--- src/rtl/icc_pkg.sv ---
package icc_pkg;
    localparam int WORD_W    = 16;
    localparam int IDX_BITS  = 5;
    localparam int PAGE_BITS = 2;

    typedef enum logic [1:0] {
        FILL_IDLE,
        FILL_RUN,
        FILL_DRAIN
    } fill_phase_e;
endpackage

--- src/rtl/icc_store.sv ---
module icc_store #(
    parameter int WORD_W   = icc_pkg::WORD_W,
    parameter int IDX_BITS = icc_pkg::IDX_BITS
) (
    input  logic                clk,
    input  logic                wr_en,
    input  logic [IDX_BITS-1:0] wr_idx,
    input  logic [WORD_W-1:0]   wr_data,
    input  logic [IDX_BITS-1:0] rd_idx,
    output logic [WORD_W-1:0]   rd_data
);
    localparam int ENTRIES = 1 << IDX_BITS;

    logic [WORD_W-1:0] slot_q [ENTRIES];
    logic [WORD_W-1:0] slot_d [ENTRIES];

    for (genvar g = 0; g < ENTRIES; g++) begin : g_slot
        always_comb begin
            slot_d[g] = slot_q[g];
            if (wr_en && (wr_idx == IDX_BITS'(g))) begin
                slot_d[g] = wr_data;
            end
        end

        always_ff @(posedge clk) begin
            slot_q[g] <= slot_d[g];
        end
    end

    assign rd_data = slot_q[rd_idx];
endmodule

--- src/rtl/icc_fill_seq.sv ---
module icc_fill_seq #(
    parameter int IDX_BITS  = icc_pkg::IDX_BITS,
    parameter int PAGE_BITS = icc_pkg::PAGE_BITS
) (
    input  logic                          clk,
    input  logic                          rst_n,
    input  logic                          start,
    input  logic [PAGE_BITS-1:0]          start_page,
    output logic                          rd_en,
    output logic [PAGE_BITS+IDX_BITS-1:0] rd_addr,
    output logic                          wr_en,
    output logic [IDX_BITS-1:0]           wr_idx,
    output logic                          done
);
    import icc_pkg::*;

    localparam logic [IDX_BITS-1:0] LAST_IDX = '1;

    typedef struct packed {
        fill_phase_e          phase;
        logic [IDX_BITS-1:0]  cnt;
        logic [PAGE_BITS-1:0] page;
        logic                 pend;
        logic [IDX_BITS-1:0]  widx;
    } fill_state_t;

    fill_state_t st_q, st_d;

    always_comb begin
        st_d      = st_q;
        st_d.pend = 1'b0;
        unique case (st_q.phase)
            FILL_IDLE: begin
                if (start) begin
                    st_d.phase = FILL_RUN;
                    st_d.cnt   = '0;
                    st_d.page  = start_page;
                end
            end
            FILL_RUN: begin
                st_d.pend = 1'b1;
                st_d.widx = st_q.cnt;
                if (st_q.cnt == LAST_IDX) begin
                    st_d.phase = FILL_DRAIN;
                end else begin
                    st_d.cnt = st_q.cnt + 1'b1;
                end
            end
            FILL_DRAIN: begin
                st_d.phase = FILL_IDLE;
            end
            default: st_d.phase = FILL_IDLE;
        endcase
    end

    always_ff @(posedge clk) begin
        if (!rst_n) begin
            st_q.phase <= FILL_RUN;
            st_q.cnt   <= '0;
            st_q.page  <= '0;
            st_q.pend  <= 1'b0;
            st_q.widx  <= '0;
        end else begin
            st_q <= st_d;
        end
    end

    assign rd_en   = (st_q.phase == FILL_RUN);
    assign rd_addr = {st_q.page, st_q.cnt};
    assign wr_en   = st_q.pend;
    assign wr_idx  = st_q.widx;
    assign done    = (st_q.phase == FILL_DRAIN);

    AST_READ_THEN_WRITE: assert property (@(posedge clk) disable iff (!rst_n)
        rd_en |=> (wr_en && wr_idx == $past(rd_addr[IDX_BITS-1:0])));
    AST_READ_ASCENDS: assert property (@(posedge clk) disable iff (!rst_n)
        (rd_en && wr_en) |-> (rd_addr[IDX_BITS-1:0] == wr_idx + 1'b1));
    AST_PAGE_HELD: assert property (@(posedge clk) disable iff (!rst_n)
        (rd_en && $past(rd_en)) |-> $stable(rd_addr[PAGE_BITS+IDX_BITS-1:IDX_BITS]));
endmodule

--- src/rtl/pgcache_ctrl.sv ---
module pgcache_ctrl #(
    parameter int WORD_W    = icc_pkg::WORD_W,
    parameter int IDX_BITS  = icc_pkg::IDX_BITS,
    parameter int PAGE_BITS = icc_pkg::PAGE_BITS
) (
    input  logic                          clk,
    input  logic                          rst_n,
    input  logic                          jump_valid,
    input  logic [PAGE_BITS+IDX_BITS-1:0] jump_target,
    input  logic                          advance,
    output logic [WORD_W-1:0]             instr_data,
    output logic                          instr_valid,
    output logic [IDX_BITS-1:0]           pc_word,
    output logic [PAGE_BITS-1:0]          page_tag,
    output logic                          busy,
    output logic                          mem_rd_en,
    output logic [PAGE_BITS+IDX_BITS-1:0] mem_rd_addr,
    input  logic [WORD_W-1:0]             mem_rd_data
);
    localparam int ADDR_W = PAGE_BITS + IDX_BITS;

    typedef struct packed {
        logic                 busy;
        logic [PAGE_BITS-1:0] tag;
        logic [PAGE_BITS-1:0] pend_page;
        logic [IDX_BITS-1:0]  resume;
        logic [IDX_BITS-1:0]  ptr;
    } ctrl_state_t;

    ctrl_state_t st_q, st_d;

    logic                 fill_start;
    logic                 fill_done;
    logic                 fill_wr_en;
    logic [IDX_BITS-1:0]  fill_wr_idx;
    logic [PAGE_BITS-1:0] tgt_page;
    logic [IDX_BITS-1:0]  tgt_word;

    assign tgt_page = jump_target[ADDR_W-1:IDX_BITS];
    assign tgt_word = jump_target[IDX_BITS-1:0];

    always_comb begin
        st_d       = st_q;
        fill_start = 1'b0;
        if (st_q.busy) begin
            if (fill_done) begin
                st_d.busy = 1'b0;
                st_d.tag  = st_q.pend_page;
                st_d.ptr  = st_q.resume;
            end
        end else if (jump_valid) begin
            if (tgt_page == st_q.tag) begin
                st_d.ptr = tgt_word;
            end else begin
                fill_start     = 1'b1;
                st_d.busy      = 1'b1;
                st_d.pend_page = tgt_page;
                st_d.resume    = tgt_word;
            end
        end else if (advance) begin
            st_d.ptr = st_q.ptr + 1'b1;
        end
    end

    always_ff @(posedge clk) begin
        if (!rst_n) begin
            st_q.busy      <= 1'b1;
            st_q.tag       <= '0;
            st_q.pend_page <= '0;
            st_q.resume    <= '0;
            st_q.ptr       <= '0;
        end else begin
            st_q <= st_d;
        end
    end

    icc_fill_seq #(
        .IDX_BITS  (IDX_BITS),
        .PAGE_BITS (PAGE_BITS)
    ) u_fill (
        .clk        (clk),
        .rst_n      (rst_n),
        .start      (fill_start),
        .start_page (tgt_page),
        .rd_en      (mem_rd_en),
        .rd_addr    (mem_rd_addr),
        .wr_en      (fill_wr_en),
        .wr_idx     (fill_wr_idx),
        .done       (fill_done)
    );

    icc_store #(
        .WORD_W   (WORD_W),
        .IDX_BITS (IDX_BITS)
    ) u_store (
        .clk     (clk),
        .wr_en   (fill_wr_en),
        .wr_idx  (fill_wr_idx),
        .wr_data (mem_rd_data),
        .rd_idx  (st_q.ptr),
        .rd_data (instr_data)
    );

    assign instr_valid = !st_q.busy;
    assign pc_word     = st_q.ptr;
    assign page_tag    = st_q.tag;
    assign busy        = st_q.busy;

    AST_HIT_NO_STALL: assert property (@(posedge clk) disable iff (!rst_n)
        (!busy && jump_valid && tgt_page == page_tag)
        |=> (!busy && pc_word == $past(tgt_word)));
    AST_MISS_STALLS: assert property (@(posedge clk) disable iff (!rst_n)
        (!busy && jump_valid && tgt_page != page_tag) |=> busy);
    AST_WRAP_IN_PAGE: assert property (@(posedge clk) disable iff (!rst_n)
        (!busy && !jump_valid && advance && pc_word == '1)
        |=> (!busy && pc_word == '0 && $stable(page_tag)));
    AST_FROZEN_WHILE_BUSY: assert property (@(posedge clk) disable iff (!rst_n)
        (busy && !fill_done) |=> (busy && $stable(pc_word) && $stable(page_tag)));
    AST_FILL_ONLY_WHEN_BUSY: assert property (@(posedge clk) disable iff (!rst_n)
        mem_rd_en |-> busy);
    AST_TAG_AT_RELEASE: assert property (@(posedge clk) disable iff (!rst_n)
        (busy && fill_done) |=> (!busy && page_tag == $past(st_q.pend_page)));
endmodule

--- config.mk ---
export PLATFORM = sky130hd
export DESIGN_NAME = pgcache_ctrl
export DESIGN_NICKNAME = d
export VERILOG_FILES = /design/src/rtl/icc_pkg.sv /design/src/rtl/icc_store.sv /design/src/rtl/icc_fill_seq.sv /design/src/rtl/pgcache_ctrl.sv
export SDC_FILE = /design/constraint.sdc
export NUM_CORES = 1
export LEC_CHECK = 0
export CAP_MARGIN = 10
export CELL_PAD_IN_SITES_DETAIL_PLACEMENT = 2
export CELL_PAD_IN_SITES_GLOBAL_PLACEMENT = 2
export CORE_ASPECT_RATIO = 0.8
export CORE_MARGIN = 10
export CORE_UTILIZATION = 46
export CTS_CLUSTER_DIAMETER = 40
export DETAILED_ROUTE_END_ITERATION = 8
export HOLD_SLACK_MARGIN = 0.08
export PLACE_DENSITY_LB_ADDON = 0.05
export SKIP_LAST_GASP = 1
export SYNTH_ARGS = -nofsm -noshare
export SYNTH_HDL_FRONTEND = slang
export SYNTH_SLANG_ARGS = --single-unit
--- constraint.sdc ---
create_clock -name clk -period 2.9 [get_ports clk]
set_clock_uncertainty 0.2 [all_clocks]
set_input_delay 0.58 -clock clk [delete_from_list [all_inputs] [get_ports clk]]
set_output_delay 0.58 -clock clk [all_outputs]
set_load 0.05 [all_outputs]
======== After elaboration in Yosys (flattened, before gate mapping) ========
Memory sizes are Yosys's and may differ from the RTL's. A register that Yosys moved wholly into a read port is not among the register bits.
Index checks and enable logic that the tools add are counted.
word-level totals
  bits in registers ....................... 30
  bits in writable memories ............... 512
  input bits .............................. 27
  output and inout port bits .............. 33
  logic and storage cells ................. 304
  memories kept ........................... 1
operators by class
  $add $sub $neg .......................... 2
  equal/unequal tests ..................... 72
  mux-type cells .......................... 143
  bitwise operators ....................... 2
  reduce and logical (&&, ||, !) cells .... 74
memory list
  name            words  bits a word  rd ports  clocked after Yosys merged registers in  write ports  line             RTL
  u_store.slot_q  32     16           1         1                                        1            icc_store.sv:14  logic [WORD_W-1:0] slot_q [ENTRIES];
operators by type and width
  kind                 count
  $mux 16              63
  $reduce_or 16->1     31
  $mux 5               39
  $eq 5x5->1 const B   17
  $eq 5x4->1 const B   8
  $mux 1               35
  $logic_and 1x1->1    32
  $ne 1x1->1 const B   32
  $eq 5x3->1 const B   4
  $add 5x1->5 const B  2
  $eq 5x2->1 const B   2
  $pmux 5 s2           1
  $mux 9               1
  $reduce_and 3->1     3
  $mux 6               1
  $reduce_and 2->1     3
  $eq 5x1->1 const B   1
  $logic_not 5->1      1
  $ne 2x1->1 const B   2
  $ne 2x2->1 const B   2
  $pmux 2 s2           1
  $mux 3               1
  $ne 3x1->1 const B   1
  $reduce_bool 3->1    1
  8 further kinds      9

======== Logic depth before layout (Yosys ltp) ========
  depth in word-level cells ............... 35
  depth in mapped cells ................... 8
  gate-level depth less buffers ........... 7

======== Modules after synthesis ========
Synthesis repeated with hierarchy kept, for this count alone.
second synthesis, totals
  cells, all modules ...................... 1,312
  area, all modules ....................... 21,780.9 sq um
modules (own cells, without submodules)
  module        times used  cells an instance  area each (sq um)
  icc_store     1           1,134              20,244.4
  pgcache_ctrl  1           97                 798.3
  icc_fill_seq  1           81                 738.2

======== Least setup slack after synthesis ========
No wires, ideal clock.
  path kind ............................... register -> output
  start point ............................. register with a tool-made name
  end point ............................... output instr_data[0]
  arrival time ............................ 1.819 ns
  slack ................................... 0.301 ns
  stages on the path, launching flop included .. 9
  path buffers ............................ 4
  cell sequence ........................... dfxtp_1 -> buf_2 -> buf_4 -> buf_2 -> buf_2 -> mux2i_1 -> nand2_1 -> a31oi_1 -> nand3_1
RTL lines
  what           line                RTL
  end, declared  pgcache_ctrl.sv:11  output logic [WORD_W-1:0] instr_data,

==> Implementation_results.wiki <==
{| class="wikitable"
! Metric !! Value
|-
| Outcome || finished, violations left
|-
| Failing checks || negative setup slack
|-
| Clock latency on the worst-skew pair || 0.59 ns
|-
| Antenna-violating nets left || 0
|-
| Switching power share of the total || 0.2298
|-
| Critical Path End Type || output pin
|-
| Clock tree from TritonCTS || built
|-
| Total chip power || 18.30 mW
|-
| Count of unresolved DRC violations after routing || 0
|-
| Initial antenna violation count || 2
|-
| Power share of the clock group || 0.493
|-
| Clock transition at the registers of the reported paths || ~0.06 ns
|-
| Number of port buffers || 59
|-
| Proportion of synthesized chip area in sequential cells || 0.7426
|-
| P_int || 14.09 mW
|-
| RSZ-0062 raised after global routing || yes
|-
| Required time of the critical path || 2.12 ns
|-
| DR top layer || met4
|-
| Kind of start point of the critical path || flop
|-
| Per-cell routed wire length || about 36 um
|-
| Transition time of the tightest slew-check pin || ~0.66 ns
|-
| Hold Fails Final Rpt || 0
|-
| Remaining global-route overflow || 0
|-
| CTS Root Buffer Type || sky130_fd_sc_hd__clkbuf_16
|-
| Post-Syn Nets || 1346
|-
| Portion of total power attributed to combinational logic || 0.032
|-
| Via count of the first global-routing pass || 14740
|-
| Die height || 214.0 um
|-
| Worst setup path category || reg -> out
|-
| Period minus WS final || ~3.5 ns
|-
| Hold Path Origin || u_fill.rd_addr[6]
|-
| Global placer's final weighted congestion || around 0.76
|-
| Worst slew slack as a fraction of its limit || 0.5589
|-
| MaxCap Viol Count || 0
|-
| Slack of the critical path || -0.5575 ns
|-
| Number of max-slew violations in the final report || 0
|-
| Period utilisation layout || 1.192
|-
| Launch point of the worst reg-to-reg path || u_fill.wr_en
|-
| Core region area || about 47000 um2
|-
| DIE AREA || 56190 um2
|-
| Initial standard-cell utilization of the core || 0.4624
|-
| Distinct cells, synth || 38
|-
| Post-route met1 wirelength || 32.54 mm
|-
| Routed met2 length || 39.16 mm
|-
| Wire length of the first global-routing pass || roughly 110 mm
|-
| Dpl hpwl || 40.09 mm
|-
| Yosys warning total || 0
|-
| Number of placement rows || 71
|-
| Post-synthesis instance area || 21650 um2
|-
| Sequential share of power || 0.475
|-
| Total CTS buffers || 70
|-
| Diode count || 0
|-
| Leakage power figure || 8.948 nW
|-
| Setup total negative slack || -7.758 ns
|-
| Synthesis-stage register bit count || 547
|-
| DRC violation total after the first TritonRoute iteration || between 1000 and 1500
|-
| Hold WC Path Type || reg -> reg
|-
| # nets final || 1553
|-
| Crit Path Max Fanout || 6
|-
| Width of the chip || 262.5 um
|-
| Layout overhead on the synthesized area || 28.35%
|-
| Number of hold-repair buffers added at the cts stage || 0
|-
| Largest net degree at the start of global routing || 33
|-
| IR Drop Worst-Case VDD || 430.6 uV
|-
| Worst EP arrival || about 2.7 ns
|-
| Share of post-route cells with drive strength above 1 || 0.2635
|-
| Peak Freq || 289.2 MHz
|-
| Cell Pwr Density || 658.6 nW/um2
|-
| Final instance area || approximately 28000 um2
|-
| Boundary Pins || 60
|-
| Net switching power || between 4 and 5 mW
|-
| Via count || 13400
|-
| Detailed-route vias per instance || ~6.1
|-
| Num Clock Sinks || 547
|-
| Cell area after placement || 23790 um2
|-
| Total length of routed wires || 78.59 mm
|-
| H-tree Lvls || 3
|-
| Router iterations before antenna repair || 5
|-
| Wire length on met3 || 4.323 mm
|-
| All-Layer GR Usage || 0.2677
|-
| Count of mapped cells out of synthesis || 1316
|-
| Clock Tree Buf Depth || 3
|-
| Final setup viols || 16
|-
| Syn_area_per_cell || 16.45 um2
|}
-- metal layers --
layer	track usage	vias up
met3	0.04342	136
met4	0.08274	0
li1	-	5562
met2	0.4595	529
met5	0	-
met1	0.3427	7173
-- synth_stat cells, drive strengths merged --
library cell	count	area (um2)
a21boi	8	60.06
or2	2	12.51
buf	63	387.9
xor2	5	43.79
nand4b	2	17.52
o21ai	12	60.06
o211ai	3	22.52
nor2b	16	100.1
a31oi	17	106.4
mux2i	268	2683
a22o	32	280.3
nor2	36	137.6
and2	1	6.260
inv	8	30.03
nand2	59	221.5
nor3	25	125.1
and3	1	6.260
nand3	42	210.2
a211o	1	8.760
nand2b	8	50.05
a22oi	64	480.5
o211a	2	20.02
o31a	1	8.760
a21oi	35	175.2
edfxtp	512	15370
nor3b	2	15.01
nand3b	2	15.01
ha	3	37.54
nand4	17	106.4
clkbuf	30	112.6
o32ai	1	8.760
a221oi	2	17.52
nor4	1	6.260
dfxtp	35	700.7
-- power groups by stage --
stage          registers, mW  clock network (mW)  logic [mW]
6_report                8.70                9.02       0.588
3_5_place_dp            8.86                   0       0.525
5_1_grt                 8.70                9.41       0.611
3_3_place_gp            8.85                   0       0.504
2_1_floorplan           8.85                   0       0.176
4_1_cts                 8.69                8.80       0.571
-- cell type report --
cell class,count,area [um2]
Inverter,8,30.03
Tap cell,620,775.7
Fill cell,3910,19030
Multi-Input combinational cell,668,5787
Clock buffer,84,1888
Clock inverter,40,412.9
Timing Repair Buffer,228,2808
Sequential cell,547,16080
-- stage by stage --
step                utilization  setup slack (ns)  hold WS, ns  std cells
finish                   0.5935           -0.5575       0.2893       2195
global placement         0.5081           -0.1092       0.2619       2014
global route             0.5935           -0.6251       0.3286       2195
floorplan                     -            0.3005       0.2439       1316
detailed placement       0.5081          -0.08307       0.2756       2014
CTS                      0.5835           -0.4569       0.2930       2173
-- logic make-up after synthesis --
kind of cell             synth area share
AO/OA/AOI/OAI                     0.05768
XOR/XNOR                         0.002023
adder cells (fa/ha/maj)          0.001734
buffers and inverters             0.02451
flip-flops                         0.7426
multiplexers                       0.1239
AND/OR/NAND/NOR                   0.04757
-- registers in the layout, indices dropped and copies added, names as in the netlist, named ones only --
name            cells
u_fill.rd_addr      7
busy                1
u_fill.wr_en        1
u_store.slot_q    512
st_q                7
u_fill.st_q         2
u_fill.wr_idx       5
pc_word             5
page_tag            2
-- final timing paths --
path / cells past startpoint / end / slack, ns
worst max-delay path: 9 / instr_data[11] / -0.56
worst min-delay path: 2 / u_fill.rd_addr[6] / 0.29
worst max register to register: 4 / u_store.slot_q[10][0] / 0.53
worst min register to register: 2 / u_fill.rd_addr[6] / 0.29
-- placed cells by master, fill, tap and decap left out, drive strengths merged, types with 3 or more instances in the layout --
master / count
mux2i: 268
xor2: 5
a21oi: 35
o211ai: 3
a22o: 32
nand2b: 8
clkinvlp: 4
edfxtp: 512
clkinv: 24
buf: 180
a22oi: 64
clkdlybuf4s50: 42
o21ai: 12
nand2: 59
nand4: 17
inv: 14
a31oi: 17
nor3: 25
ha: 3
bufinv: 6
a21boi: 8
clkbuf: 88
nand3: 42
nor2b: 16
nor2: 36
dfxtp: 35
-- critical path: stages (launching register included) --
cell	delay, ns
sky130_fd_sc_hd__dfxtp_4	0.39
sky130_fd_sc_hd__buf_12	0.16
sky130_fd_sc_hd__buf_16	0.15
sky130_fd_sc_hd__buf_12	0.15
sky130_fd_sc_hd__buf_12	0.14
sky130_fd_sc_hd__mux2i_1	0.12
sky130_fd_sc_hd__a22oi_1	0.23
sky130_fd_sc_hd__nand4_1	0.34
sky130_fd_sc_hd__nand3_2	0.22
sky130_fd_sc_hd__buf_8	0.16
-- what timing repair did --
| action | in CTS | in global routing |
|---|---|---|
| setup buffers | 25 | 23 |
| gates cloned | 14 | 3 |
| setup endpoints to repair | 17 | 17 |
| pin swaps | 42 | 34 |
| gates resized for setup | 126 | 63 |
Power figures use the tool's default switching activity.
